<file path="config.mk">
export PLATFORM = sky130hd
export DESIGN_NAME = branch_offset_unit
export DESIGN_NICKNAME = d
export VERILOG_FILES = /design/src/rtl/brofs_pkg.sv /design/src/rtl/brofs_next_addr.sv /design/src/rtl/brofs_encoder.sv /design/src/rtl/brofs_decoder.sv /design/src/rtl/branch_offset_unit.sv
export SDC_FILE = /design/constraint.sdc
export NUM_CORES = 1
export LEC_CHECK = 0
export ABC_AREA = 1
export ABC_CLOCK_PERIOD_IN_PS = 5600
export CAP_MARGIN = 20
export CORE_MARGIN = 10
export CORE_UTILIZATION = 55
export DETAILED_ROUTE_END_ITERATION = 10
export DONT_BUFFER_PORTS = 1
export PLACE_DENSITY = 0.67
export SKIP_LAST_GASP = 1
export SLEW_MARGIN = 40
export SYNTH_ARGS = -nofsm -noshare
export SYNTH_HDL_FRONTEND = slang
export SYNTH_SLANG_ARGS = --single-unit
</file>
<file path="constraint.sdc">
create_clock -name clk -period 5.6 [get_ports clk]
set_clock_uncertainty 0.05 [all_clocks]
set_input_delay 0.28 -clock clk [delete_from_list [all_inputs] [get_ports clk]]
set_output_delay 0.28 -clock clk [all_outputs]
set_load 0.005 [all_outputs]
</file>
<file path="src/rtl/brofs_pkg.sv">
package brofs_pkg;
   typedef enum logic {
      BR_ENCODE = 1'b0,
      BR_DECODE = 1'b1
   } br_mode_e;
endpackage

</file>
<file path="src/rtl/brofs_next_addr.sv">
module brofs_next_addr #(
   parameter int ADDR_W    = 16,
   parameter int INSTR_LEN = 2
) (
   input  logic [ADDR_W-1:0] br_addr,
   output logic [ADDR_W:0]   next_wide
);
   localparam logic [ADDR_W:0] STEP = (ADDR_W+1)'(INSTR_LEN);

   generate
      if (INSTR_LEN < 1) begin : g_bad_len
         $error("brofs_next_addr: INSTR_LEN must be positive");
      end
   endgenerate

   // Unwrapped sum; the decoder drops the carry, the encoder keeps it.
   assign next_wide = {1'b0, br_addr} + STEP;
endmodule

</file>
<file path="src/rtl/brofs_encoder.sv">
module brofs_encoder #(
   parameter int ADDR_W = 16,
   parameter int OFF_W  = 8
) (
   input  logic [ADDR_W-1:0] dest_addr,
   input  logic [ADDR_W:0]   next_wide,
   output logic [OFF_W-1:0]  offset,
   output logic              too_far
);
   // Two guard bits: dest spans 0..2^A-1, next spans INSTR_LEN..2^A+INSTR_LEN-1.
   localparam int DIFF_W = ADDR_W + 2;
   localparam int HI_W   = DIFF_W - OFF_W + 1;

   logic [DIFF_W-1:0] diff;
   logic [HI_W-1:0]   upper;

   always_comb begin
      diff  = {2'b00, dest_addr} - {1'b0, next_wide};
      upper = diff[DIFF_W-1:OFF_W-1];
      // Reachable only if every bit above the offset's sign bit equals it.
      too_far = !((upper == '0) || (upper == '1));
      offset  = too_far ? '0 : diff[OFF_W-1:0];
   end
endmodule

</file>
<file path="src/rtl/brofs_decoder.sv">
module brofs_decoder #(
   parameter int ADDR_W = 16,
   parameter int OFF_W  = 8
) (
   input  logic [ADDR_W:0]   next_wide,
   input  logic [OFF_W-1:0]  offset,
   output logic [ADDR_W-1:0] target
);
   localparam int EXT_W = ADDR_W - OFF_W;

   logic [ADDR_W-1:0] disp;

   generate
      if (EXT_W > 0) begin : g_sext
         assign disp = {{EXT_W{offset[OFF_W-1]}}, offset};
      end else begin : g_full
         assign disp = offset[ADDR_W-1:0];
      end
   endgenerate

   assign target = next_wide[ADDR_W-1:0] + disp;
endmodule

</file>
<file path="src/rtl/branch_offset_unit.sv">
module branch_offset_unit #(
   parameter int ADDR_W    = 16,
   parameter int OFF_W     = 8,
   parameter int INSTR_LEN = 2
) (
   input  logic              clk,
   input  logic              rst_n,
   input  logic              in_valid,
   input  logic              mode,
   input  logic [ADDR_W-1:0] br_addr,
   input  logic [ADDR_W-1:0] dest_addr,
   input  logic [OFF_W-1:0]  off_in,
   output logic              out_valid,
   output logic [OFF_W-1:0]  off_out,
   output logic [ADDR_W-1:0] tgt_out,
   output logic              range_err
);
   import brofs_pkg::*;

   generate
      if (OFF_W < 2 || OFF_W > ADDR_W) begin : g_bad_off
         $error("branch_offset_unit: OFF_W must lie in 2..ADDR_W");
      end
   endgenerate

   br_mode_e          mode_e;
   logic [ADDR_W:0]   next_wide;
   logic [OFF_W-1:0]  enc_off;
   logic              enc_err;
   logic [ADDR_W-1:0] dec_tgt;
   br_mode_e          mode_q;

   assign mode_e = br_mode_e'(mode);

   brofs_next_addr #(.ADDR_W(ADDR_W), .INSTR_LEN(INSTR_LEN)) u_next (
      .br_addr   (br_addr),
      .next_wide (next_wide)
   );

   brofs_encoder #(.ADDR_W(ADDR_W), .OFF_W(OFF_W)) u_enc (
      .dest_addr (dest_addr),
      .next_wide (next_wide),
      .offset    (enc_off),
      .too_far   (enc_err)
   );

   brofs_decoder #(.ADDR_W(ADDR_W), .OFF_W(OFF_W)) u_dec (
      .next_wide (next_wide),
      .offset    (off_in),
      .target    (dec_tgt)
   );

   always_ff @(posedge clk) begin
      if (!rst_n) begin
         out_valid <= 1'b0;
         off_out   <= '0;
         tgt_out   <= '0;
         range_err <= 1'b0;
         mode_q    <= BR_ENCODE;
      end else begin
         out_valid <= in_valid;
         if (in_valid) begin
            mode_q <= mode_e;
            if (mode_e == BR_ENCODE) begin
               off_out   <= enc_off;
               range_err <= enc_err;
               tgt_out   <= '0;
            end else begin
               off_out   <= '0;
               range_err <= 1'b0;
               tgt_out   <= dec_tgt;
            end
         end
      end
   end

   // result strobe trails the request by one cycle
   a_r1_valid_follows : assert property (@(posedge clk) disable iff (!rst_n)
      in_valid |=> out_valid);
   a_r1_idle_follows : assert property (@(posedge clk) disable iff (!rst_n)
      !in_valid |=> !out_valid);
   // an unreachable destination never leaks a displacement
   a_r3_err_zero_off : assert property (@(posedge clk) disable iff (!rst_n)
      range_err |-> off_out == '0);
   // decode results carry no error and no offset
   a_r7_decode_clean : assert property (@(posedge clk) disable iff (!rst_n)
      (mode_q == BR_DECODE) |-> (!range_err && off_out == '0));
   // no request, no change
   a_r8_hold : assert property (@(posedge clk) disable iff (!rst_n)
      !in_valid |=> ($stable(off_out) && $stable(tgt_out) && $stable(range_err)));
endmodule

</file>
==> results.md <==
* Drt drc at 0
* CP top delay family: simple AND/OR/NAND/NOR gates
* Primary FF master, synth: dfxtp_1
* Synth cell types at 30
* Post-CTS setup buffers at 0
* Max_slew headroom at 48.47%
* Clock power share at 25.7%
* CP max stage delay at 0.40 ns
* Pwr/cell area at 187.2 mW/mm2
* Mean area per synthesized cell at 5.719 um2
* Final WL at 8.457 mm
* Final hold vios at 0
* Full die area at 0.009118 mm2
* Total of max-cap violations at 0
* Status: completed
* Crit path launch type: input port
* Clk slew on worst S/H paths at 0.09 ns
* Slowest cell on crit path: ha_1
* Leak at 0.001739 uW
* Flop pwr share at 32.3%
* FMAX at 0.3178 GHz
* Synth-to-layout area growth at 4.671%
* Chip Height at 95.49 um
* CP most frequent cell: nand2_1
* Slew Viols, Final at 0
* I/O Pins at 70
* Routed WL per cell at 13.64 um
* Buf+Inv Stages, Crit Path at 1
* Type of the most critical hold path: input port to register
* Synthesized net count at 626
* Multi-input logic area at 0.002268 mm2
* Core outline area at 0.005507 mm2
* PostCTS Resize Cnt at 0
* Ant. Diodes at 0
* Global router's overall resource usage at 18.47%
* Final setup fails at 0
* Later-pin clock latency in the skew report at 0.27 ns
* Die width at 95.49 um
* Arrival time at the worst endpoint at 3.29 ns
* RePlAce Congestion at 0.9267
* CP required at 5.74 ns
* CP Max Fanout at 8
* First-pass GRT wire length at 13.94 mm
* Clk sink count at 26
* Total Power at 614.0 uW
* Initial core utilization at 56.92%
* Register bit total from synthesis at 26
* Initial antenna violation count at 0
* RSZ-0062 raised after global routing: no
* Switching Fraction at 38.21%
* NetSw at 234.6 uW
* CP Class: input port to register
* Initial DRC Count at 193
* # fillers at 594
* Post-synth EDFFs at 0
* Fin crit period at 3.147 ns
* Remaining antenna violation count after routing at 0
* Ys async rst share at 0%
* Gate power share at 42.0%
* CTS tree: done
* Setup TNS at 0 ns
* TritonCTS Buffers at 3
* Mapped cell area at 0.003134 mm2
* GRT overflow at 0
* Cells after synthesis at 548
* Int Power at 379.4 uW
* Bufs on Longest Clock Path at 2
* # H-tree levels at 1
* Port bufs at 0
* Element type at the critical path end: register
* Final Hold Slack at 0.05055 ns
* Vias in the first global route at 3028
* Worst Tran Pin Value at 0.7721 ns
* Largest net degree at the start of global routing at 27
* DP HPWL at 7.355 mm
* Yosys warnings at 0
* Sequential-to-total area share from yosys stat at 16.61%
* Layout cell share with drive strength beyond 1 at 5.474%
* DR vias at 3251
* Critical path cell sequence: ha_1 > nand3_1 > nor2_1 > nand2_1 > nor3_1 > inv_1 > nor2_1 > nand2_1 > xor2_1 > ha_1 > nand2_1 > nor2_1 > and2_1 > nand2_1 > nand2_1 > nand2_1 > nand2_1 > nand2_1 > nor2_2 > nand3_2 > nand2_4 > nand2_1 > a21oi_1
* 1st-pass router iterations at 5
* Hold Buf Count CTS at 0
* Nets at 627
* Root buf cell: clkbuf_8
* Storage cell area at 520.5 um2
* Cell Rows at 27
* Vias per cell at 5.244
* Final period util at 56.20%
* Peak supply drop at 0.1117 mV
## metal layers
metal,global-route usage [%],vias up,routed length (um)
met5,0,-,0
met4,3.194,0,59
met3,5.106,4,808
met2,30.40,89,3600
met1,23.77,1407,3989
li1,-,1751,-
## power by group through the flow
stage / clock network [uW] / registers (uW) / logic (uW)
6_report: 158 / 199 / 258
5_1_grt: 167 / 200 / 298
4_1_cts: 159 / 199 / 256
3_5_place_dp: 0 / 203 / 255
3_3_place_gp: 0 / 203 / 251
2_1_floorplan: 0 / 201 / 207
## final cells by class
type	instances	area share, %
Sequential cell	26	15.87
Multi-Input combinational cell	430	69.15
Tap cell	72	2.746
Inverter	88	10.07
Clock buffer	3	1.259
Clock inverter	1	0.9153
## cell usage in the layout (no fill, tap or decap), types with 2 or more instances in the layout
master	count
inv_2	2
nand3b_1	4
nand4_1	7
a21oi_2	2
or2_2	3
clkbuf_8	3
inv_1	85
fa_1	2
nand3_2	2
nand2_1	184
dfxtp_1	26
nand3_1	42
a21o_1	2
nor3_1	4
o21ai_0	19
xor2_1	9
nor2_1	39
nand2_2	9
nor2_2	5
and2_1	3
ha_1	32
a21oi_1	55
## worst reg2reg max path, cell delays in order, from the launching register on
cell and delay [ns]:
dfxtp_1 0.38, nand2_1 0.07, a21oi_1 0.18
## cell usage after synthesis, types with 2 or more instances
cell	number	share of area, %
fa_1	2	1.3
and2_1	3	0.60
nand2_1	184	22
a21oi_2	2	0.56
clkbuf_1	4	0.48
nand2_2	9	1.8
nand3_1	42	6.7
nor2_2	5	1.0
inv_1	85	10
nand3_2	2	0.64
nand4_1	7	1.4
o21ai_0	19	3.0
a21oi_1	55	8.8
dfxtp_1	26	17
or2_2	3	0.60
nor2_1	39	4.7
xor2_1	9	2.5
nor3_1	4	0.64
nand3b_1	4	0.96
inv_2	2	0.24
a21o_1	2	0.48
ha_1	32	13
## worst paths after layout
check | start | end | slack (ns) | cells after the start
setup / recovery | br_addr[1] | off_out[1] | 2.45 | 23
hold / removal | in_valid | out_valid | 0.05 | 2
setup reg to reg | off_out[1] | off_out[1] | 4.84 | 2
hold reg to reg | tgt_out[0] | tgt_out[0] | 0.44 | 2
## sequential cells by signal, summed over array words and instances, names as in the netlist
register and flops:
off_out 8, tgt_out 16, range_err 1, out_valid 1
## logic make-up (layout without fill, tap and decap cells)
group / Yosys count / count (layout) / share of synthesized area [%]
xor+xnor: 10 / 10 / 2.795
flops: 26 / 26 / 16.61
fa+ha+maj: 34 / 34 / 14.05
simple gates: 303 / 303 / 41.40
buf+inv: 92 / 92 / 11.02
compound gates: 83 / 83 / 14.13
## per-stage QoR
stage | instances | cell area [um2] | util (%) | setup WS [ns]
5_1_grt | 620 | 3281 | 59.58 | 2.092
3_5_place_dp | 616 | 3209 | 58.28 | 2.230
4_1_cts | 620 | 3281 | 59.58 | 2.486
2_1_floorplan | 548 | 3134 | - | 2.769
6_report | 620 | 3281 | 59.58 | 2.453
3_3_place_gp | 616 | 3209 | 58.28 | 2.337
Note: power is estimated with default switching activity, not from simulation.
